**config.mk**
```make
export PLATFORM = sky130hd
export DESIGN_NAME = flag_alu
export DESIGN_NICKNAME = d
export VERILOG_FILES = /design/src/rtl/flag_alu_pkg.sv /design/src/rtl/alu_lane_decode.sv /design/src/rtl/alu_ripple_add.sv /design/src/rtl/alu_bitwise.sv /design/src/rtl/flag_alu.sv
export SDC_FILE = /design/constraint.sdc
export NUM_CORES = 1
export LEC_CHECK = 0
export ABC_AREA = 1
export BUFFER_PORTS_ARGS = -buffer_cell sky130_fd_sc_hd__buf_4
export CAP_MARGIN = 10
export CORE_MARGIN = 2
export CORE_UTILIZATION = 45
export DETAILED_ROUTE_END_ITERATION = 8
export PLACE_DENSITY = 0.66
export SETUP_SLACK_MARGIN = 0.5
export SYNTH_ARGS = -nofsm -noshare
export SYNTH_HDL_FRONTEND = slang
export SYNTH_HIERARCHICAL = 1
export SYNTH_SLANG_ARGS = --single-unit
```
**constraint.sdc**
```tcl
create_clock -name vclk -period 6
set_input_delay 0.3 -clock vclk [all_inputs]
set_output_delay 0.3 -clock vclk [all_outputs]
set_load 0.02 [all_outputs]
```
**src/rtl/flag_alu_pkg.sv**
```systemverilog
package flag_alu_pkg;
  localparam int FUNC_W = 3;
  localparam int N_LANE = 2 ** FUNC_W;

  typedef enum logic [FUNC_W-1:0] {
    FN_ADD = 3'b000,
    FN_INC = 3'b001,
    FN_AND = 3'b010,
    FN_OR  = 3'b011,
    FN_XOR = 3'b100,
    FN_NOT = 3'b101,
    FN_ROL = 3'b110,
    FN_NOP = 3'b111
  } alu_fn_e;
endpackage

```
**src/rtl/alu_lane_decode.sv**
```systemverilog
module alu_lane_decode
  import flag_alu_pkg::*;
(
  input  logic [FUNC_W-1:0] func,
  output logic [N_LANE-1:0] lane_en
);
  always_comb begin
    lane_en       = '0;
    lane_en[func] = 1'b1;
  end
endmodule

```
**src/rtl/alu_ripple_add.sv**
```systemverilog
module alu_ripple_add #(
  parameter int W = 8
) (
  input  logic [W-1:0] a,
  input  logic [W-1:0] b,
  input  logic         cin,
  output logic [W-1:0] sum,
  output logic         cout
);
  logic [W:0] cy;
  assign cy[0] = cin;

  for (genvar i = 0; i < W; i++) begin : g_fa
    assign sum[i]  = a[i] ^ b[i] ^ cy[i];
    assign cy[i+1] = (a[i] & b[i]) | (cy[i] & (a[i] ^ b[i]));
  end

  assign cout = cy[W];
endmodule

```
**src/rtl/alu_bitwise.sv**
```systemverilog
module alu_bitwise #(
  parameter int W = 8
) (
  input  logic [W-1:0] a,
  input  logic [W-1:0] b,
  output logic [W-1:0] and_o,
  output logic [W-1:0] or_o,
  output logic [W-1:0] xor_o,
  output logic [W-1:0] not_o,
  output logic [W-1:0] rol_o
);
  assign and_o = a & b;
  assign or_o  = a | b;
  assign xor_o = a ^ b;
  assign not_o = ~a;

  for (genvar i = 0; i < W; i++) begin : g_rol
    if (i == 0) begin : g_wrap
      assign rol_o[0] = a[W-1];
    end else begin : g_shift
      assign rol_o[i] = a[i-1];
    end
  end
endmodule

```
**src/rtl/flag_alu.sv**
```systemverilog
module flag_alu
  import flag_alu_pkg::*;
#(
  parameter int W = 8
) (
  input  logic [W-1:0]      op_b,
  input  logic [W-1:0]      op_c,
  input  logic [FUNC_W-1:0] func,
  output logic [W-1:0]      res,
  output logic              carry,
  output logic              sign,
  output logic              zero
);
  logic [N_LANE-1:0] unit_en;
  logic [W-1:0]      addend, sum_v, and_v, or_v, xor_v, not_v, rol_v;
  logic              add_cout;
  logic [W-1:0]      lane [N_LANE];

  alu_lane_decode u_dec (
    .func    (func),
    .lane_en (unit_en)
  );

  // Increment reuses the adder: zero addend, carry-in of one.
  assign addend = unit_en[FN_INC] ? '0 : op_c;

  alu_ripple_add #(.W(W)) u_add (
    .a    (op_b),
    .b    (addend),
    .cin  (unit_en[FN_INC]),
    .sum  (sum_v),
    .cout (add_cout)
  );

  alu_bitwise #(.W(W)) u_bit (
    .a     (op_b),
    .b     (op_c),
    .and_o (and_v),
    .or_o  (or_v),
    .xor_o (xor_v),
    .not_o (not_v),
    .rol_o (rol_v)
  );

  assign lane[FN_ADD] = sum_v;
  assign lane[FN_INC] = sum_v;
  assign lane[FN_AND] = and_v;
  assign lane[FN_OR]  = or_v;
  assign lane[FN_XOR] = xor_v;
  assign lane[FN_NOT] = not_v;
  assign lane[FN_ROL] = rol_v;
  assign lane[FN_NOP] = '0;

  // AND-OR result bus: each enabled lane ORs its word in.
  always_comb begin
    res = '0;
    for (int k = 0; k < N_LANE; k++) begin
      res = res | (lane[k] & {W{unit_en[k]}});
    end
  end

  assign carry = add_cout & (unit_en[FN_ADD] | unit_en[FN_INC]);
  assign sign  = res[W-1];
  assign zero  = ~|res;
endmodule

```
==> impl_metrics.ini, run 1 <==
[route]
route.detailed.drc = 0
vias_per_cell = 4.23
route.detailed.wl_per_inst_um = 8.86
wirelength_um = 2390
detail_route.first_pass.iterations = 4
vias = 1143
postRouteAntennaNets = 0
initialDrtViolationCount = 20

[timing]
worst_slew_pin_slew_ps = 716
slew_viol_final = 0
post-route-worst-setup-slack_ps = 1140
fin_crit_ps = 4860
timing.setup.tns_ps = 0
fmax_mhz = 206
timing_hold_violations_final = 0
finalSetupViolations = 0
rsz0062_at_grt = false
timing.final.crit_share_pct = 81.0
timing.max_slew.rel_slack_pct = 52.1

[critical_path]
biggest_fanout_along_the_worst_timing_path = 18
worstPathCellList = buf_4, inv_1, nand2_1, nor2_1, buf_4, nor2_1, fa_1, inv_1, fa_1, inv_1, fa_1, fa_1, fa_1, fa_1, fa_1, inv_1, fa_1, inv_1, nand2_1, nand3_1, nor2_1, nand2_1, nor2_2, buf_4
timing.critical_path.from_type = input pin
worst_setup_path_end_kind = output pin
criticalPathCategory = in -> out
path_buf_inv = 8
dominant_cell_type_by_count_on_the_critical_path = fa_1
cp-endpoint = zero
timing.critical_path.arrival_ps = 4560
worst_setup_path_startpoint = func[2]
path_depth = 24
worst_ep_required_time_ps = 5700
worst_path_largest_cell_delay_ps = 400
cp_top_family = adder cells
cp_slowest_cell = fa_1

[layout]
seqCellArea_um2 = 0
area_growth_pct = 11.5
n_fill_cell = 274
nFlopsAndLatches = 0
final_cell_area_um2 = 1360
post_layout_nonfiller_instances = 270
nets = 285
n_clock_buffer = 0
antennaDiodeCount = 0
fraction_of_layout_cells_with_a_size_suffix_above_1_pct = 16.3
multiInputGateArea_um2 = 877

[placement]
placement.setup.worst_slack_ps = 1130
gpl.final_weighted_congestion = 0.813
place.detailed.instances = 270
dpl-instance-area_um2 = 1360
place.detailed.hpwl_um = 1940
place.port_buffers = 30

[synthesis]
synth_cells = 226
synth.yosys.warnings = 6
post_synth.cell_area_avg_um2 = 5.39
synth_area_um2 = 1220
synth_fp_nets = 269

[global_routing]
grt_resource_usage_total_pct = 15.7
grt_start_max_net_pins = 19
initial_antenna_violation_count = 0
grt_first_pass_wirelength_um = 4180
number_of_global_route_vias_before_repair = 1014
total_global_routing_overflow = 0

[power]
total_power_per_unit_cell_area_nw_per_um2 = 82.6
p_sw_uw = 65.8
p_int_uw = 46.3
clockPowerShare_pct = 0
cellLeakagePower_nw = 0.962
p_comb_share_pct = 100.0
worst_ir_drop_vdd_mv = 0.0412
power_switching_share_pct = 58.7
seqPwrFrac_pct = 0

[floorplanning]
initial_utilization_pct = 48.3
design.core.area_um2 = 2520
die_w_um = 56.0
die-area_um2 = 3140
rows = 18
fp.dieH_um = 56.0
pin_count = 30

[run]
max_cap_violations = 0

[cts]
post_cts_resized = 0
holdBufCountCts = 0
post_cts_buffers = 0

[worst_hold_path]
timing.hold.worst.class = in -> out

[run_status]
run_status = complete, no violations
-- layer usage --
layer | global-route usage [%] | routed length, µm | vias to the layer above
li1 | - | - | 649
met4 | 0 | 0 | 0
met2 | 29.2 | 1100 | 19
met1 | 21.0 | 1200 | 475
met5 | 0 | 0 | -
met3 | 0.930 | 96 | 0
-- power groups by stage --
stage          combinational (mW)  clock, mW  sequential [mW]
3_5_place_dp                0.113          0                0
2_1_floorplan              0.0791          0                0
4_1_cts                     0.114          0                0
6_report                    0.112          0                0
3_3_place_gp                0.113          0                0
5_1_grt                     0.128          0                0
-- stage by stage --
stage | utilization, % | hold WS (ps) | power (mW)
final | 53.8 | 1030 | 0.112
after global routing | 53.8 | 1080 | 0.128
after CTS | 53.8 | 1030 | 0.114
after detailed placement | 53.8 | 1030 | 0.113
after global placement | 53.8 | 1030 | 0.113
after floorplan | - | 884 | 0.0791
-- how the worst min path moves through the flow --
stage / startpoint / depth (start not counted) / endpoint
global route: op_b[1] / 6 / res[2]
detailed placement: op_b[1] / 6 / res[2]
CTS: op_b[1] / 6 / res[2]
global placement: op_b[1] / 6 / res[2]
finish: op_b[1] / 6 / res[2]
floorplan: op_b[4] / 5 / res[4]
-- final cells by class --
| cell class | count | share of cell area (%) |
|---|---|---|
| tap | 30 | 2.76 |
| multi-input combinational | 153 | 64.6 |
| timing repair buffer | 31 | 17.1 |
| inverter | 56 | 15.5 |
-- cell usage in the layout, fill, tap and decap left out --
cell type	instances
ha_1	16
fa_1	8
nand2_1	88
inv_1	55
nand2_2	2
nand3_1	1
o21a_1	1
nor2_1	32
buf_4	31
nand2_4	2
inv_2	1
nor2_2	3
Power figures use the tool's default switching activity.
==> run 2: changes to the inputs <==
==> constraint.sdc (replaced) <==
create_clock -name vclk -period 5.1
set_input_delay 0.255 -clock vclk [all_inputs]
set_output_delay 0.255 -clock vclk [all_outputs]
set_load 0.02 [all_outputs]
==> impl_metrics.ini, run 2 (synthesis gave the netlist of run 1 again) <==
[run_status]
run_status = complete, no violations

[power]
p_sw_uw = 78.1
fin_total_pwr_uw = 134
p_comb_share_pct = 100.0
cellLeakagePower_nw = 0.962
p_int_uw = 56.4
clockPowerShare_pct = 0
seqPwrFrac_pct = 0
power_switching_share_pct = 58.1
total_power_per_unit_cell_area_nw_per_um2 = 97.1
worst_ir_drop_vdd_mv = 0.0701

[global_routing]
grt_start_max_net_pins = 17
grt_first_pass_wirelength_um = 4210
number_of_global_route_vias_before_repair = 968
initial_antenna_violation_count = 0
grt_resource_usage_total_pct = 15.9
total_global_routing_overflow = 0

[layout]
n_clock_buffer = 0
seqCellArea_um2 = 0
nets = 285
final_cell_mix = nand2_1, inv_1, nor2_1, buf_4, ha_1
nFlopsAndLatches = 0
antennaDiodeCount = 0
mostFrequentLayoutCell = nand2_1
post_layout_nonfiller_instances = 270
fraction_of_layout_cells_with_a_size_suffix_above_1_pct = 20.0
n_fill_cell = 277
area_growth_pct = 13.8

[floorplanning]
die-area_um2 = 3140
pin_count = 30
initial_utilization_pct = 48.3
rows = 18
die_w_um = 56.0
fp.dieH_um = 56.0
design.core.area_um2 = 2520

[route]
detailroute.wirelength.met3_um = 147
top_layer_used = met3
detail_route.first_pass.iterations = 5
vias = 1127
initialDrtViolationCount = 28
vias_per_cell = 4.17
route.detailed.wl_per_inst_um = 8.69
met2_wirelength_um = 1010
met1_length_um = 1190
route.detailed.drc = 0
wirelength_um = 2350
postRouteAntennaNets = 0

[timing]
timing.max_slew.rel_slack_pct = 51.8
slew_viol_final = 0
timing_hold_violations_final = 0
timing.setup.tns_ps = 0
finalSetupViolations = 0
fmax_mhz = 229
worst_slew_pin_slew_ps = 720
rsz0062_at_grt = false
timing.final.crit_share_pct = 85.5
fin_crit_ps = 4360

[placement]
place.detailed.hpwl_um = 1890
place.port_buffers = 30
gpl.final_weighted_congestion = 0.812
place.detailed.instances = 270

[critical_path]
worst_setup_path_startpoint = func[2]
worst_setup_path_end_kind = output pin
biggest_fanout_along_the_worst_timing_path = 3
worst_ep_required_time_ps = 4850
timing.critical_path.arrival_ps = 4110
timing.critical_path.from_type = input pin
criticalPathCategory = in -> out
cp-endpoint = zero

[worst_hold_path]
timing.hold.worst.class = in -> out

[run]
max_cap_violations = 0
==> run 2: cell counts in the layout (fill, tap and decap cells not counted) <==
No cell type changed its count.
==> run 2: metal layers <==
layer / vias to the layer above / GRT usage [%]
li1: 644 / -
met1: 453 / 23.6
met2: 30 / 26.4
met3: 0 / 1.40
met4: 0 / 0
met5: - / 0
==> run 2: how the worst min path moves through the flow <==
stage	startpoint	end	cells after the start
finish	op_b[1]	res[2]	6
detailed placement	op_b[1]	res[2]	6
CTS	op_b[1]	res[2]	6
global placement	op_b[1]	res[2]	6
global route	op_b[1]	res[2]	6
floorplan	op_b[4]	res[4]	5
==> run 2: worst max-delay path, cell delays in order <==
cell and delay, ps:
buf_4 120, inv_1 80, nand2_2 80, nor2_4 130, nor2_1 80, fa_2 350
inv_2 60, fa_1 150, inv_1 50, fa_2 340, fa_2 390, fa_2 340
fa_2 340, fa_1 360, inv_1 70, fa_1 400, inv_1 60, nand2_1 60
nand3_2 80, nor2_1 40, nand2_1 90, nor2_2 40, buf_4 140
==> run 2: repair_timing <==
item	in CTS	in global routing
pin swaps	0	3
endpoints found under the setup margin	1	3
gates resized for setup	1	9
setup buffers	0	0
hold buffers	0	0
endpoints found under the hold margin	0	0
==> run 2: through the flow <==
step | hold slack, ps | worst slack [ps] | area [µm²] | util (%)
CTS | 938 | 507 | 1360 | 53.9
detailed placement | 938 | 451 | 1360 | 53.8
global placement | 938 | 520 | 1360 | 53.8
floorplan | 794 | 525 | 1220 | -
finish | 934 | 737 | 1390 | 54.9
global route | 979 | 526 | 1390 | 54.9
==> run 2: final cells by class <==
cell class	instances	area, µm²	share of cell area (%)
Timing Repair Buffer	31	233	16.8
Tap cell	30	37.5	2.71
Inverter	56	210	15.2
Multi-Input combinational cell	153	905	65.3
==> run 2: power by group through the flow <==
stage / clock network [mW] / registers (mW) / logic, mW
after floorplan: 0 / 0 / 0.0930
after global routing: 0 / 0 / 0.154
after detailed placement: 0 / 0 / 0.132
after CTS: 0 / 0 / 0.133
final: 0 / 0 / 0.134
after global placement: 0 / 0 / 0.132
==> run 3: changes to the inputs <==
--- a/config.mk
+++ b/config.mk
@@ -11,6 +11,7 @@
 export CORE_MARGIN = 2
 export CORE_UTILIZATION = 45
 export DETAILED_ROUTE_END_ITERATION = 8
+export MAX_ROUTING_LAYER = met4
 export PLACE_DENSITY = 0.66
 export SETUP_SLACK_MARGIN = 0.5
 export SYNTH_ARGS = -nofsm -noshare
==> constraint.sdc (replaced) <==
create_clock -name vclk -period 5.1
set_input_delay 0.255 -clock vclk [all_inputs]
set_output_delay 0.255 -clock vclk [all_outputs]
set_load 0.005 [all_outputs]
==> impl_metrics.ini, run 3 (synthesis gave the netlist of run 1 again) <==
[placement]
gpl.final_weighted_congestion = 0.824
placement.setup.worst_slack_ps = 491
place.detailed.hpwl_um = 1900
place.detailed.instances = 270
place.port_buffers = 30
dpl-instance-area_um2 = 1360

[cts]
holdBufCountCts = 0

[global_routing]
total_global_routing_overflow = 0
number_of_global_route_vias_before_repair = 936
grt_start_max_net_pins = 17
initial_antenna_violation_count = 0
grt_resource_usage_total_pct = 15.7
grt_first_pass_wirelength_um = 4050

[layout]
mostFrequentLayoutCell = nand2_1
seqCellArea_um2 = 0
nFlopsAndLatches = 0
finish.utilization_pct = 55.2
nets = 286
n_fill_cell = 272
n_clock_buffer = 0
area_growth_pct = 14.4
final_cell_mix = nand2_1, inv_1, buf_4
post_layout_nonfiller_instances = 271
fraction_of_layout_cells_with_a_size_suffix_above_1_pct = 20.3
final_cell_area_um2 = 1390
antennaDiodeCount = 0

[timing]
timing_hold_violations_final = 0
fmax_mhz = 231
rsz0062_at_grt = false
fin_crit_ps = 4320
final.hold.worst_slack_ps = 904
timing.max_slew.rel_slack_pct = 52.0
timing.final.crit_share_pct = 84.8
post-route-worst-setup-slack_ps = 778
worst_slew_pin_slew_ps = 718
finalSetupViolations = 0
timing.setup.tns_ps = 0
slew_viol_final = 0

[route]
initialDrtViolationCount = 22
met1_length_um = 1200
vias_per_cell = 4.17
met2_wirelength_um = 1070
top_layer_used = met3
detail_route.first_pass.iterations = 4
route.detailed.wl_per_inst_um = 8.82
vias = 1130
detailroute.wirelength.met3_um = 119
route.detailed.drc = 0
postRouteAntennaNets = 0
wirelength_um = 2390

[critical_path]
biggest_fanout_along_the_worst_timing_path = 3
criticalPathCategory = in -> out
timing.critical_path.from_type = input pin
worstPathCellList = buf_4, inv_1, nand2_2, nor2_4, nor2_1, fa_2, inv_2, fa_1, inv_1, fa_2, fa_2, fa_2, fa_2, fa_1, inv_1, fa_1, inv_1, nand2_1, nand3_2, nor2_1, nand2_1, nor2_2, buf_4
timing.critical_path.arrival_ps = 4070
worst_path_largest_cell_delay_ps = 400
worst_setup_path_end_kind = output pin
cp_slowest_cell = fa_1
worst_ep_required_time_ps = 4850
dominant_cell_type_by_count_on_the_critical_path = fa_2

[floorplanning]
initial_utilization_pct = 48.3
rows = 18
fp.dieH_um = 56.0
pin_count = 30
die-area_um2 = 3140
design.core.area_um2 = 2520
die_w_um = 56.0

[power]
cellLeakagePower_nw = 0.967
fin_total_pwr_uw = 121
total_power_per_unit_cell_area_nw_per_um2 = 86.7
worst_ir_drop_vdd_mv = 0.0467

[worst_hold_path]
timing.hold.worst.class = in -> out
min_delay_path_depth = 6

[run_status]
run_status = complete, no violations

[run]
max_cap_violations = 0
run 3: cell count changes in the layout (fill, tap and decap cells not counted), sizes merged:
cell,previous run,this run
buf,31,32
run 3: power by group:
group          total, mW  switching, mW  internal (mW)
Combinational      0.121         0.0650         0.0558
Clock                  0              0              0
Sequential             0              0              0
run 3: cell type report:
| type | count | area (µm²) | share of cell area, % |
|---|---|---|---|
| Inverter | 56 | 210 | 15.1 |
| Multi-Input combinational cell | 153 | 905 | 65.0 |
| Tap cell | 30 | 37.5 | 2.70 |
| Timing Repair Buffer | 32 | 240 | 17.3 |
run 3: worst max-delay path, delay by kind of cell:
family | cells | cell delay (ps)
fa+ha+maj | 8 | 2670
buf+inv | 7 | 550
simple gates | 8 | 590
run 3: routing by layer:
metal	vias up	global-route usage, %
li1	646	-
met3	0	0.698
met2	23	26.6
met4	0	0
met1	461	22.2
met5	-	-
run 3: final timing paths:
kind / start / endpoint / slack, ps
max: func[2] / zero / 780
min: op_b[1] / res[2] / 900
run 3: repair_timing:
action,4_1_cts,5_1_grt
pin swaps,0,3
setup buffers,0,1
resized for setup,1,9
setup endpoints to repair,1,3
